**config.mk**
```make
export PLATFORM = sky130hd
export DESIGN_NAME = mc_outer_bank
export DESIGN_NICKNAME = d
export VERILOG_FILES = /design/src/rtl/mc_pkg.sv /design/src/rtl/mc_ctrl_reg.sv /design/src/rtl/mc_prg_route.sv /design/src/rtl/mc_chr_route.sv /design/src/rtl/mc_readback.sv /design/src/rtl/mc_outer_bank.sv
export SDC_FILE = /design/constraint.sdc
export NUM_CORES = 1
export LEC_CHECK = 0
export ABC_CLOCK_PERIOD_IN_PS = 1450
export CAP_MARGIN = 40
export CELL_PAD_IN_SITES_DETAIL_PLACEMENT = 0
export CELL_PAD_IN_SITES_GLOBAL_PLACEMENT = 1
export CORE_MARGIN = 2
export CORE_UTILIZATION = 14
export DETAILED_ROUTE_END_ITERATION = 16
export PLACE_DENSITY_LB_ADDON = 0.1
export SLEW_MARGIN = 30
export SYNTH_ARGS = -nofsm -noshare
export SYNTH_HDL_FRONTEND = slang
export SYNTH_SLANG_ARGS = --single-unit
```
**constraint.sdc**
```tcl
create_clock -name clk -period 1.45 [get_ports clk]
set_clock_uncertainty 0.1 [all_clocks]
set_input_delay 0.435 -clock clk [delete_from_list [all_inputs] [get_ports clk]]
set_output_delay 0.435 -clock clk [all_outputs]
set_load 0.05 [all_outputs]
```
**src/rtl/mc_pkg.sv**
```systemverilog
package mc_pkg;
  localparam int OUTER_W = 2;
  localparam int INNER_W = 4;
  localparam int CTRL_W  = OUTER_W + 3;
  localparam int PRG_W   = OUTER_W + INNER_W;

  typedef enum logic [1:0] {
    PM_INNER  = 2'd0,
    PM_FIX32  = 2'd1,
    PM_JUMPER = 2'd2,
    PM_MIR16  = 2'd3
  } prg_mode_e;

  typedef struct packed {
    logic                chr_alt;
    prg_mode_e           mode;
    logic [OUTER_W-1:0]  outer;
  } ctrl_t;
endpackage

```
**src/rtl/mc_ctrl_reg.sv**
```systemverilog
module mc_ctrl_reg
  import mc_pkg::*;
#(
  parameter int ADDR_W = 16,
  parameter int DEC_W  = 3,
  parameter logic [DEC_W-1:0] WIN_TAG = 3'b011
) (
  input  logic              clk,
  input  logic              rst_n,
  input  logic [ADDR_W-1:0] cpu_addr,
  input  logic [CTRL_W-1:0] wdata,
  input  logic              cpu_wr,
  input  logic              wram_en,
  output ctrl_t             q
);
  localparam int TAG_LO = ADDR_W - DEC_W;

  logic hit;
  logic unused_addr;

  assign hit         = (cpu_addr[ADDR_W-1:TAG_LO] == WIN_TAG);
  assign unused_addr = ^cpu_addr[TAG_LO-1:0];

  always_ff @(posedge clk or negedge rst_n) begin
    if (!rst_n) begin
      q <= '0;
    end else if (cpu_wr && hit && wram_en) begin
      q <= ctrl_t'(wdata);
    end
  end
endmodule

```
**src/rtl/mc_prg_route.sv**
```systemverilog
module mc_prg_route
  import mc_pkg::*;
(
  input  ctrl_t              ctrl,
  input  logic [INNER_W-1:0] map_prg,
  input  logic               cpu_a13,
  input  logic               cpu_a14,
  output logic [PRG_W-1:0]   prg_addr,
  output logic               map_a13,
  output logic               map_a14
);
  logic [INNER_W-1:0] inner;
  logic               fixed_win;

  assign fixed_win = (ctrl.mode == PM_FIX32) || (ctrl.mode == PM_MIR16);
  assign map_a13   = fixed_win ? 1'b0 : cpu_a13;
  assign map_a14   = fixed_win ? 1'b0 : cpu_a14;

  for (genvar i = 0; i < INNER_W; i++) begin : g_bit
    always_comb begin
      inner[i] = map_prg[i];
      if (i == 0 && fixed_win)                 inner[i] = cpu_a13;
      if (i == 1 && ctrl.mode == PM_FIX32)     inner[i] = cpu_a14;
    end
  end

  assign prg_addr = {ctrl.outer, inner};
endmodule

```
**src/rtl/mc_chr_route.sv**
```systemverilog
module mc_chr_route
  import mc_pkg::*;
(
  input  ctrl_t ctrl,
  input  logic  strap_chr17,
  input  logic  strap_chr18,
  input  logic  map_chr17,
  output logic  chr_a17,
  output logic  chr_a18
);
  assign chr_a17 = strap_chr17 ? map_chr17    : ctrl.outer[0];
  assign chr_a18 = strap_chr18 ? ctrl.chr_alt : ctrl.outer[1];
endmodule

```
**src/rtl/mc_readback.sv**
```systemverilog
module mc_readback
  import mc_pkg::*;
#(
  parameter int DATA_W = 8
) (
  input  ctrl_t             ctrl,
  input  logic              cpu_rd,
  input  logic              rom_space,
  input  logic [1:0]        jumper,
  output logic              rd_drive,
  output logic [DATA_W-1:0] rd_data,
  output logic              rom_oe
);
  logic rom_read;

  assign rom_read = cpu_rd && rom_space;
  assign rd_drive = rom_read && (ctrl.mode == PM_JUMPER);
  assign rom_oe   = rom_read && (ctrl.mode != PM_JUMPER);
  assign rd_data  = {{(DATA_W-2){1'b0}}, jumper};
endmodule

```
**src/rtl/mc_outer_bank.sv**
```systemverilog
module mc_outer_bank
  import mc_pkg::*;
#(
  parameter int ADDR_W = 16,
  parameter int DATA_W = 8
) (
  input  logic              clk,
  input  logic              rst_n,
  input  logic [15:0]       cpu_addr,
  input  logic [7:0]        cpu_wdata,
  input  logic              cpu_wr,
  input  logic              cpu_rd,
  input  logic              wram_en,
  input  logic              strap_chr17,
  input  logic              strap_chr18,
  input  logic [1:0]        jumper,
  input  logic [3:0]        map_prg,
  input  logic              map_chr17,
  output logic              map_a13,
  output logic              map_a14,
  output logic [5:0]        prg_addr,
  output logic              chr_a17,
  output logic              chr_a18,
  output logic              rom_oe,
  output logic              rd_drive,
  output logic [7:0]        rd_data
);
  ctrl_t             ctrl;
  logic [CTRL_W-1:0] reg_bits;
  logic              unused_data;

  assign reg_bits    = ctrl;
  assign unused_data = ^cpu_wdata[DATA_W-1:CTRL_W];

  mc_ctrl_reg #(.ADDR_W(ADDR_W)) u_reg (
    .clk      (clk),
    .rst_n    (rst_n),
    .cpu_addr (cpu_addr),
    .wdata    (cpu_wdata[CTRL_W-1:0]),
    .cpu_wr   (cpu_wr),
    .wram_en  (wram_en),
    .q        (ctrl)
  );

  mc_prg_route u_prg (
    .ctrl     (ctrl),
    .map_prg  (map_prg),
    .cpu_a13  (cpu_addr[13]),
    .cpu_a14  (cpu_addr[14]),
    .prg_addr (prg_addr),
    .map_a13  (map_a13),
    .map_a14  (map_a14)
  );

  mc_chr_route u_chr (
    .ctrl        (ctrl),
    .strap_chr17 (strap_chr17),
    .strap_chr18 (strap_chr18),
    .map_chr17   (map_chr17),
    .chr_a17     (chr_a17),
    .chr_a18     (chr_a18)
  );

  mc_readback #(.DATA_W(DATA_W)) u_rb (
    .ctrl      (ctrl),
    .cpu_rd    (cpu_rd),
    .rom_space (cpu_addr[ADDR_W-1]),
    .jumper    (jumper),
    .rd_drive  (rd_drive),
    .rd_data   (rd_data),
    .rom_oe    (rom_oe)
  );
endmodule

```
# == Word-level counts from Yosys, hierarchy flattened ==
# Cells that the tools add are included.
# op_classes
n_eq_ne,5
muxes,6
n_reduce_logical,6
# op_table
cell,count
$mux 1,6
$logic_and 1x1->1,5
$eq 2x2->1 const B,2
$eq 3x2->1 const B,1
$eq 2x1->1 const B,1
$ne 2x2->1 const B,1
$logic_or 1x1->1,1
# word_totals
ff_bits,5
input_bits,38
elab_cells,20

# == Logic depth before layout (Yosys ltp) ==
# Gate-level depths: netlist of run 1.
# depth
depth_word,3
depth_mapped,3

# == Modules after synthesis ==
# A second synthesis of run 1 with hierarchy kept.
# unflattened
cells_unflattened,37
hier_area_um2,422.9
# by_module_without_submodules
mod,instances,cells_per_inst,area_each_um2,seq_area_each_um2
mc_ctrl_reg,1,13,224.0,125.1
mc_readback,1,13,88.8,0.0
mc_prg_route,1,9,80.1,0.0
mc_chr_route,1,2,30.0,0.0

# == Least setup slack after synthesis of run 1 ==
# OpenSTA, ideal clock, no wires.
# synth_timing
kind,input -> output
start,input cpu_rd
end,output rd_drive
arrival_ns,1.639
path_slack_ns,-0.724
path_stages,2
n_path_buf,0
path_cell_list,nand2_1 nor3b_1
# synth_between
elab_chain_len,2
# synth_lines
item,line_no,rtl
"start, declared",mc_outer_bank.sv:12,"input logic cpu_rd,"
$logic_and 1x1->1,mc_readback.sv:16,assign rom_read = cpu_rd && rom_space;
$logic_and 1x1->1,mc_readback.sv:17,assign rd_drive = rom_read && (ctrl.mode == PM_JUMPER);
"end, declared",mc_outer_bank.sv:25,"output logic rd_drive,"
# No other way between the ends.

# == Worst setup path after layout of run 1 ==
# layout_timing
start,register u_reg.q[2] (netlist bit)
end,output rd_drive
# layout_between
elab_chain_len,2
# layout_lines
item,line_no,rtl
"start, declared",mc_ctrl_reg.sv:14,output ctrl_t q
"start signal, assigned",mc_ctrl_reg.sv:28,q <= ctrl_t'(wdata);
$eq 2x2->1,mc_readback.sv:17,
$logic_and 1x1->1,mc_readback.sv:17,
# No other way between the ends.

==> summary.md, run 1 <==
| Metric | Value |
|---|---|
| Dpl hpwl | `about 930 um` |
| Leakage power | `approximately 0.39 nW` |
| Gp weighted congestion | `around 0.66` |
| RSZ-0062 raised after global routing | `yes` |
| Part of the Yosys area used for sequential elements | `0.3185` |
| CTS tree | `done` |
| WP data arrival | `roughly 1.2 ns` |
| Post-route setup slack | `-0.2784 ns` |
| Post-route ant nets | `0` |
| Clock transition at path regs | `around 0.05 ns` |
| Ant diodes | `0` |
| DR pass1 iterations | `3` |
| Routed vias | `356` |
| CP startpoint | `u_reg.q[2]$_DFFE_PN0P_` |
| Slew Limit Fails | `0` |
| CTS root buf | `clkbuf_4` |
| Dominant cells by area after synthesis | `dfrtp_1 32%, buf_4 23%, mux2_2 23%, nand4_4 5.4%, nor2b_4 3.5%` |
| CP Cell Sequence | `buf_6 > nor3b_4 > buf_12` |
| Biggest regs | `u_reg.q x5` |
| Crit-path slowest cell | `dfrtp_2` |
| Failing checks | `setup timing` |
| Placed Area | `~770 um2` |
| Max Fclk | `between 500 and 600 MHz` |
| Final WL | `approximately 1.2 mm` |
| Row cnt | `19` |
| CP top delay family | `flip-flops` |
| Pin count of the biggest net entering global routing | `6` |
| Final core occ | `0.3112` |
| Worst reg2reg startpoint | `u_reg.q[2]$_DFFE_PN0P_` |
| Post-Syn Instances | `37` |
| Biggest area consumer among synthesized cells | `dfrtp_1` |
| Design Area, Final | `around 840 um2` |
| Wirelength per Cell | `11.67 um` |
| IO buf count | `27` |
| Synth Register Bits | `5` |
| CP Capture Type | `output pin` |
| Area of the core | `~2700 um2` |
| CP Depth | `3` |
| Total global-route track usage | `0.07505` |
| Die Span Y | `approximately 57 um` |
| Setup WS pre-CTS | `-0.5324 ns` |
| Final #Nets | `107` |
| Vias in the first global route | `~350` |
| Final hold violations | `0` |
| Synth cell types | `13` |
| Clock Path Buffers | `2` |
| Critical path required time | `approximately 0.92 ns` |
| Post-CTS Hold Fix Bufs | `0` |
| DIE WIDTH | `about 57 um` |
| Ys Warns | `0` |
| Crit path largest cell delay | `between 0.4 and 0.5 ns` |
| DR iter-0 viols | `2` |
| Antenna violations before repair | `0` |
| Area of the multi-input gates | `approximately 240 um2` |
| R2R cell count | `2` |
| I/O pin count | `between 50 and 60` |
| Number of clock sinks | `5` |
| First-pass GRT wire length | `between 1.5 and 2 mm` |
| Status | `finished with violations` |
| # H-tree levels | `1` |
| Via density | `3.596` |
| Num CTS Buffers | `3` |
| Drt drc | `0` |
| Largest Register | `u_reg.q` |
| Die ar. | `about 3200 um2` |
| Grt total ovfl | `0` |
| Area grow syn2layout | `114.6%` |
| CP Launch Type | `flop` |
| Pwr per Cell Area | `~1200 nW/um2` |
| Max reg flops | `5` |
| Initial Util | `0.1450` |
| Max-capacitance violation count | `0` |
| Sum Neg Setup Slack | `-1.629 ns` |
| Clk Latency, worst-skew pair | `about 0.24 ns` |
| # fillers | `about 290` |
| Share of cells above drive strength 1 | `0.5735` |
| VDD IR max | `between 400 and 500 uV` |
| Crit Path Category | `flop to output pin` |
| HP Class | `input pin to async pin` |
| Final period util | `1.192` |
| Share of the synthesized area in the top cell type | `0.3185` |
| CP max FO | `5` |
| Final Setup Violations | `8` |
| Syn avg cell area | `~11 um2` |
| Buf/Inv on CP | `2` |
| Synthesized area | `392.9 um2` |
| Reg area | `between 100 and 150 um2` |
| Tmin final | `about 1.7 ns` |
power breakdown:
group,switching [mW],internal (mW)
Clock,0.0626,0.104
Combinational,0.320,0.325
Sequential,0.0375,0.174
stage by stage:
stage / total power, mW / hold slack (ns) / instances
floorplan: 0.5633 / 0.03941 / 42
global placement: 0.7853 / 0.4022 / 93
detailed placement: 0.7854 / 0.3963 / 93
CTS: 1.033 / 0.3169 / 99
global route: 1.076 / 0.3278 / 99
finish: 1.024 / 0.3245 / 99
logic make-up after synthesis:
group / after synthesis / synth area share
other cells: 1 / 0.009545
compound gates: 2 / 0.02545
simple gates: 8 / 0.1784
mux: 8 / 0.2293
buf+inv: 13 / 0.2389
flops: 5 / 0.3185
placed cells by master (no fill, tap or decap), drive strengths merged:
master and count:
mux2 8, clkdlybuf4s50 8, dlygate4sd2 6, o21ai 1, nor3b 1, conb 6
nand3b 1, dfrtp 5, clkbuf 4, buf 19, nand2 2, inv 1
a21oi 1, nor2b 3, nand4 1, clkdlybuf4s15 1
synth_stat cells, drive strengths merged:
master  instances
mux2            8
dfrtp           5
inv             1
nor2b           3
nor3b           1
nand2           2
nand3b          1
conb            1
nand4           1
a21oi           1
buf            12
o21ai           1
final cells by class:
class	count	area share
inverters	1	0.004451
multi-input cells	24	0.2864
well taps	31	0.04599
flip-flops and latches	5	0.1499
clock buffers	4	0.03116
repair buffers	34	0.4822
routing by layer:
layer  up-vias  wire [um]  global-route usage
li1        168          -                   -
met1       161        460             0.09053
met2        27        514              0.1018
met3         0        180             0.04762
met4         0          0             0.03987
met5         -          0                   0
worst paths after layout:
path	end	slack (ns)
setup / recovery	rd_drive	-0.28
hold / removal	u_reg.q[0]$_DFFE_PN0P_	0.32
setup reg to reg	u_reg.q[2]$_DFFE_PN0P_	0.39
hold reg to reg	u_reg.q[4]$_DFFE_PN0P_	0.41
max in group asynchronous	u_reg.q[2]$_DFFE_PN0P_	0.70
min in group clk	u_reg.q[4]$_DFFE_PN0P_	0.41
repair_timing:
item / in CTS / in global routing
buffers inserted: 2 / 1
setup endpoints to repair: 14 / 10
gates resized for setup: 33 / 1
pin swaps: 3 / 0
Note: power is estimated with default switching activity, not from simulation.
==> run 2: changes to the inputs <==
--- a/config.mk
+++ b/config.mk
@@ -5,7 +5,7 @@
 export SDC_FILE = /design/constraint.sdc
 export NUM_CORES = 1
 export LEC_CHECK = 0
-export ABC_CLOCK_PERIOD_IN_PS = 1450
+export ABC_CLOCK_PERIOD_IN_PS = 1650
 export CAP_MARGIN = 40
 export CELL_PAD_IN_SITES_DETAIL_PLACEMENT = 0
 export CELL_PAD_IN_SITES_GLOBAL_PLACEMENT = 1
==> constraint.sdc (replaced) <==
create_clock -name clk -period 1.65 [get_ports clk]
set_clock_uncertainty 0.1 [all_clocks]
set_input_delay 0.495 -clock clk [delete_from_list [all_inputs] [get_ports clk]]
set_output_delay 0.495 -clock clk [all_outputs]
set_load 0.05 [all_outputs]
==> run 2 against run 1 <==
Compared with the run above:
- the flow still finishes with violations (setup timing)
- first-iteration DRC count is the same
- hold slack better by 0.044 ns
- register-to-register slack gained 0.27 ns
- critical path depth fell by 1
- worst setup slack improved by 0.14 ns
==> summary.md, run 2 (same netlist as run 1, synthesis figures left out) <==
| Metric | Value |
|---|---|
| R2R cell count | `2 (unchanged)` |
| Total global-route track usage | `0.06945 (was 0.07505)` |
| Final #Nets | `107 (unchanged)` |
| FF-to-FF setup slack | `0.66 ns (was 0.39 ns)` |
| Antenna violations before repair | `0 (unchanged)` |
| Die Span Y | `56.98 um (unchanged)` |
| Vias in the first global route | `365 (was 345)` |
| Max-capacitance violation count | `0 (unchanged)` |
| Final WL | `1.051 mm (was 1.155 mm)` |
| CP Launch Type | `flop (unchanged)` |
| I/O pin count | `58 (unchanged)` |
| Area of the multi-input gates | `236.5 um2 (was 241.5 um2)` |
| Num CTS Buffers | `3 (unchanged)` |
| Largest Register | `u_reg.q (unchanged)` |
| Pwr per Cell Area | `1059 nW/um2 (was 1214 nW/um2)` |
| CTS tree | `done (unchanged)` |
| WP data arrival | `1.19 ns (about the same)` |
| Clock Path Buffers | `2 (unchanged)` |
| CTS root buf | `clkbuf_4 (unchanged)` |
| Share of cells above drive strength 1 | `0.6176 (was 0.5735)` |
| # fillers | `296 (was 292)` |
| Biggest regs | `u_reg.q x5 (unchanged)` |
| Pin count of the biggest net entering global routing | `8 (was 6)` |
| Row cnt | `19 (unchanged)` |
| PnR Total Power | `869.1 uW (was 1.024 mW)` |
| Final Setup Violations | `8 (unchanged)` |
| CP Capture Type | `output pin (unchanged)` |
| Critical path required time | `1.05 ns (was 0.92 ns)` |
| Tmin final | `~1.8 ns` |
| # H-tree levels | `1 (unchanged)` |
| Placed cells | `91 (was 93)` |
| Max Fclk | `around 560 MHz` |
| Post-CTS Hold Fix Bufs | `0 (unchanged)` |
| Clk Latency, worst-skew pair | `0.25 ns (was 0.24 ns)` |
| Final std cells w/o fill | `99 (unchanged)` |
| DIE WIDTH | `56.98 um (unchanged)` |
| Reg area | `126.4 um2 (unchanged)` |
| Slew Limit Fails | `0 (unchanged)` |
| HP Class | `input pin to async pin (unchanged)` |
| Max reg flops | `5 (unchanged)` |
| Ant diodes | `0 (unchanged)` |
| Routed vias | `350 (was 356)` |
| Most frequent cells in the layout | `8 x clkdlybuf4s50_1, 8 x buf_12, 7 x buf_4, 6 x conb_1, 5 x mux2_2 (was 8 x clkdlybuf4s50_1, 8 x buf_12, 6 x conb_1, 6 x dlygate4sd2_1, 5 x mux2_2)` |
| Wirelength per Cell | `10.62 um (was 11.67 um)` |
| Post-route setup slack | `-0.1350 ns (was -0.2784 ns)` |
| Clock transition at path regs | `0.05 ns (about the same)` |
| Failing checks | `setup timing (unchanged)` |
| Leakage power | `0.3788 nW (was 0.3856 nW)` |
| Gp weighted congestion | `0.6270 (was 0.6582)` |
| RSZ-0062 raised after global routing | `yes (unchanged)` |
| Area of the core | `2710 um2 (unchanged)` |
| Via density | `3.535 (was 3.596)` |
| Grt total ovfl | `0 (unchanged)` |
| Die ar. | `3246 um2 (unchanged)` |
| Drt drc | `0 (unchanged)` |
| VDD IR max | `455.5 uV (was 461.3 uV)` |
| DR iter-0 viols | `2 (unchanged)` |
| Crit path largest cell delay | `0.46 ns (was 0.44 ns)` |
| Final period util | `1.082` |
| Final hold violations | `0 (unchanged)` |
| Number of clock sinks | `5 (unchanged)` |
| CP Cell Sequence | `mux2_4 > buf_12 (was buf_6 > nor3b_4 > buf_12)` |
| Crit Path Category | `flop to output pin (unchanged)` |
| Area grow syn2layout | `108.9% (was 114.6%)` |
| Crit-path slowest cell | `dfrtp_2 (unchanged)` |
| CP max FO | `7 (was 5)` |
| DR pass1 iterations | `3 (unchanged)` |
| First-pass GRT wire length | `1.718 mm (was 1.800 mm)` |
| Post-route ant nets | `0 (unchanged)` |
| IO buf count | `27 (unchanged)` |
| Status | `finished with violations (unchanged)` |
| Initial Util | `0.1450 (unchanged)` |
## run 2: worst max-delay path, delay by kind of cell, from the launching register on
kind / cells / cell delay [ns]
buffers and inverters: 1 / 0.15
DFF: 1 / 0.46
muxes: 1 / 0.33
## run 2: final cells by class
| cell class | instances | share of cell area |
|---|---|---|
| clock buffers | 4 | 0.03201 |
| well taps | 31 | 0.04726 |
| flip-flops and latches | 5 | 0.1540 |
| repair buffers | 34 | 0.4741 |
| inverters | 1 | 0.004573 |
| multi-input cells | 24 | 0.2881 |
## run 2: worst paths after layout
check                                  startpoint                      to
hold reg to reg            u_reg.q[4]$_DFFE_PN0P_  u_reg.q[4]$_DFFE_PN0P_
max in group asynchronous                   rst_n  u_reg.q[2]$_DFFE_PN0P_
min in group clk           u_reg.q[4]$_DFFE_PN0P_  u_reg.q[4]$_DFFE_PN0P_
setup / recovery           u_reg.q[2]$_DFFE_PN0P_             prg_addr[0]
setup reg to reg           u_reg.q[1]$_DFFE_PN0P_  u_reg.q[1]$_DFFE_PN0P_
hold / removal                              rst_n  u_reg.q[1]$_DFFE_PN0P_
## run 2: per-layer routing
metal | global-route usage | vias to the layer above | share of wire
met5 | 0 | - | 0
met4 | 0.04983 | 0 | 0.029
met3 | 0.02948 | 3 | 0.14
met2 | 0.09524 | 28 | 0.40
met1 | 0.08647 | 152 | 0.43
li1 | - | 167 | -
## run 2: timing repair
| action | in CTS | in global routing |
|---|---|---|
| pin swaps | 4 | 0 |
| endpoints found under the setup margin | 13 | 8 |
| resized for setup | 35 | 2 |
| setup buffers | 1 | 3 |
## run 2: report_power, final
group / switching (mW) / internal [mW] / leakage, nW / total, mW
registers: 0.0331 / 0.153 / 0.0602 / 0.186
logic: 0.267 / 0.268 / 0.304 / 0.535
clock network: 0.0566 / 0.0919 / 0.0150 / 0.148
total: 0.357 / 0.512 / 0.379 / 0.869
## run 2: through the flow
step	setup TNS [ns]	area (um2)	util	hold slack, ns	setup WS (ns)
6_report	-0.5297	820.8	0.3029	0.3690	-0.1350
5_1_grt	-0.9606	820.8	0.3029	0.3740	-0.1794
4_1_cts	-0.6017	789.5	0.2913	0.3797	-0.1606
3_5_place_dp	-4.066	742.0	0.2738	0.3920	-0.4178
3_3_place_gp	-4.291	742.0	0.2738	0.3968	-0.4378
2_1_floorplan	-0.1772	425.4	-	0.09941	-0.1772
==> run 3: changes to the inputs <==
--- a/config.mk
+++ b/config.mk
@@ -5,14 +5,16 @@
 export SDC_FILE = /design/constraint.sdc
 export NUM_CORES = 1
 export LEC_CHECK = 0
-export ABC_CLOCK_PERIOD_IN_PS = 1650
+export ABC_CLOCK_PERIOD_IN_PS = 2200
 export CAP_MARGIN = 40
 export CELL_PAD_IN_SITES_DETAIL_PLACEMENT = 0
 export CELL_PAD_IN_SITES_GLOBAL_PLACEMENT = 1
 export CORE_MARGIN = 2
-export CORE_UTILIZATION = 14
+export CORE_UTILIZATION = 15
 export DETAILED_ROUTE_END_ITERATION = 16
+export GPL_TIMING_DRIVEN = 1
 export PLACE_DENSITY_LB_ADDON = 0.1
+export REMOVE_ABC_BUFFERS = 1
 export SLEW_MARGIN = 30
 export SYNTH_ARGS = -nofsm -noshare
 export SYNTH_HDL_FRONTEND = slang
==> constraint.sdc (replaced) <==
create_clock -name clk -period 2.2 [get_ports clk]
set_clock_uncertainty 0.1 [all_clocks]
set_input_delay 0.66 -clock clk [delete_from_list [all_inputs] [get_ports clk]]
set_output_delay 0.66 -clock clk [all_outputs]
set_load 0.05 [all_outputs]
==> run 3 against run 2 <==
Compared with the run above:
- the run now ends clean
- die area decreased by 6.2%
- cell count is 4.0% lower
- sequential power decreased by 24%
- critical path depth grew 3
- hold slack better by 0.045 ns
- sequential share of layout area is 0.58 points higher
- first-iteration DRC count fell by 100%
- global-route usage shrank 0.16 points
- critical path type is now input pin to output pin
- largest cell class unchanged
- highest routed layer is now met3
==> summary.md, run 3 (same netlist as run 1, synthesis figures left out) <==
| Metric | Value |
|---|---|
| Status | `finished clean (was finished with violations)` |
| Share of cells above drive strength 1 | `0.5231 (was 0.6176)` |
| # fillers | `268 (was 296)` |
| Final hold violations | `0 (unchanged)` |
| Hold_ws | `0.4141 ns (was 0.3690 ns)` |
| HP Class | `flop to flop (was input pin to async pin)` |
| Slew Limit Fails | `0 (unchanged)` |
| Setup WS pre-CTS | `-0.2389 ns (was -0.4178 ns)` |
| Final Setup Violations | `0 (was 8)` |
| Drt drc | `0 (unchanged)` |
| VDD IR max | `487.7 uV (was 455.5 uV)` |
| Clock transition at path regs | `0.04 ns (was 0.05 ns)` |
| Max reg flops | `5 (unchanged)` |
| First-pass GRT wire length | `1.414 mm (was 1.718 mm)` |
| R2R cell count | `1 (was 2)` |
| Critical path required time | `1.44 ns (was 1.05 ns)` |
| Pwr per Cell Area | `755.1 nW/um2 (was 1059 nW/um2)` |
| DR iter-0 viols | `0 (was 2)` |
| Row cnt | `18 (was 19)` |
| # H-tree levels | `1 (unchanged)` |
| Crit Path Category | `input pin to output pin (was flop to output pin)` |
| Biggest regs | `u_reg.q x5 (unchanged)` |
| Tmin final | `2.131 ns` |
| WP data arrival | `1.37 ns (was 1.19 ns)` |
| CP Launch Type | `input pin (was flop)` |
| Worst hold path cell count | `1` |
| Area of the multi-input gates | `231.5 um2 (was 236.5 um2)` |
| Largest Register | `u_reg.q (unchanged)` |
| Area of the core | `2477 um2 (was 2710 um2)` |
| DR pass1 iterations | `1 (was 3)` |
| CP max FO | `2 (was 7)` |
| CP startpoint | `cpu_addr[15] (was u_reg.q[2]$_DFFE_PN0P_)` |
| Crit path to | `rd_drive (was prg_addr[0])` |
| Dpl hpwl | `between 700 and 800 um` |
| CTS tree | `done (unchanged)` |
| Initial Util | `0.1586 (was 0.1450)` |
| Grt total ovfl | `0 (unchanged)` |
| IO buf count | `27 (unchanged)` |
| Most frequent cells in the layout | `8 x clkdlybuf4s50_1, 7 x dlygate4sd2_1, 6 x conb_1, 6 x buf_12, 6 x buf_4 (was 8 x clkdlybuf4s50_1, 8 x buf_12, 7 x buf_4, 6 x conb_1, 5 x mux2_2)` |
| Gp weighted congestion | `0.5466 (was 0.6270)` |
| Die Span Y | `55.18 um (was 56.98 um)` |
| Final WL | `898 um (was 1.051 mm)` |
| Pin count of the biggest net entering global routing | `8 (unchanged)` |
| Clock Path Buffers | `2 (unchanged)` |
| FF-to-FF setup slack | `1.19 ns (was 0.66 ns)` |
| CP Capture Type | `output pin (unchanged)` |
| Final #Nets | `104 (was 107)` |
| Post-route setup slack | `0.06899 ns (was -0.1350 ns)` |
| CTS root buf | `clkbuf_4 (unchanged)` |
| Total global-route track usage | `0.06786 (was 0.06945)` |
| Ant diodes | `0 (unchanged)` |
| Worst r2r dst | `u_reg.q[2]$_DFFE_PN0P_ (was u_reg.q[1]$_DFFE_PN0P_)` |
| Vias in the first global route | `328 (was 365)` |
| Area grow syn2layout | `99.36% (was 108.9%)` |
| I/O pin count | `58 (unchanged)` |
| Die ar. | `3044 um2 (was 3246 um2)` |
| Clk Latency, worst-skew pair | `0.24 ns (was 0.25 ns)` |
| Final period util | `0.9686` |
| Reg area | `125.1 um2 (was 126.4 um2)` |
| Num CTS Buffers | `3 (unchanged)` |
| Routed vias | `344 (was 350)` |
| Via density | `3.621 (was 3.535)` |
| Number of clock sinks | `5 (unchanged)` |
| RSZ-0062 raised after global routing | `no (was yes)` |
| Max Fclk | `about 470 MHz` |
| DIE WIDTH | `55.18 um (was 56.98 um)` |
| Leakage power | `0.3668 nW (was 0.3788 nW)` |
| Wirelength per Cell | `9.453 um (was 10.62 um)` |
| Antenna violations before repair | `0 (unchanged)` |
| PnR Total Power | `591.5 uW (was 869.1 uW)` |
| Max-capacitance violation count | `0 (unchanged)` |
| Most common cell after layout, fill and taps aside | `clkdlybuf4s50_1` |
| Post-route ant nets | `0 (unchanged)` |
| Worst reg2reg startpoint | `u_reg.q[2]$_DFFE_PN0P_ (was u_reg.q[1]$_DFFE_PN0P_)` |
run 3: through the flow:
step	util	instances	setup TNS, ns	cell area [um2]
2_1_floorplan	-	30	-0.4611	321.6
3_3_place_gp	0.2864	91	-1.306	709.4
3_5_place_dp	0.2864	91	-1.247	709.4
4_1_cts	0.3131	95	0	775.7
5_1_grt	0.3162	95	0	783.3
6_report	0.3162	95	0	783.3
run 3: area by class of cell:
cell class,instances,share of cell area
tap,30,0.04792
clock buffer,4,0.03355
sequential,5,0.1597
timing repair buffer,31,0.4585
multi-input combinational,24,0.2955
inverter,1,0.004792
run 3: metal layers:
layer | track usage | share of wire | up-vias
li1 | - | - | 160
met1 | 0.06199 | 0.34 | 161
met2 | 0.1171 | 0.54 | 23
met3 | 0.04839 | 0.12 | 0
met4 | 0.02439 | 0 | 0
met5 | 0 | 0 | -
run 3: worst min path at each step:
stage,start,end
floorplan,rst_n,u_reg.q[0]$_DFFE_PN0P_
global route,u_reg.q[4]$_DFFE_PN0P_,u_reg.q[4]$_DFFE_PN0P_
global placement,u_reg.q[4]$_DFFE_PN0P_,u_reg.q[4]$_DFFE_PN0P_
detailed placement,u_reg.q[4]$_DFFE_PN0P_,u_reg.q[4]$_DFFE_PN0P_
finish,u_reg.q[4]$_DFFE_PN0P_,u_reg.q[4]$_DFFE_PN0P_
CTS,u_reg.q[4]$_DFFE_PN0P_,u_reg.q[4]$_DFFE_PN0P_
run 3: worst max-delay path, cell delays in order:
cell,delay (ns)
clkdlybuf4s15_1,0.20
nand2_2,0.08
nor3b_2,0.17
buf_4,0.14
buf_12,0.12
run 3: what timing repair did:
action                     CTS  global route
hold buffers                 0             0
setup buffers                0             0
gates resized for setup     22             4
setup endpoints to repair    8             2
pin swaps                    3             1
run 3: power breakdown:
group / switching, mW / internal, mW
clock: 0.0362 / 0.0685
sequential: 0.0279 / 0.114
combinational: 0.186 / 0.159
total: 0.250 / 0.342
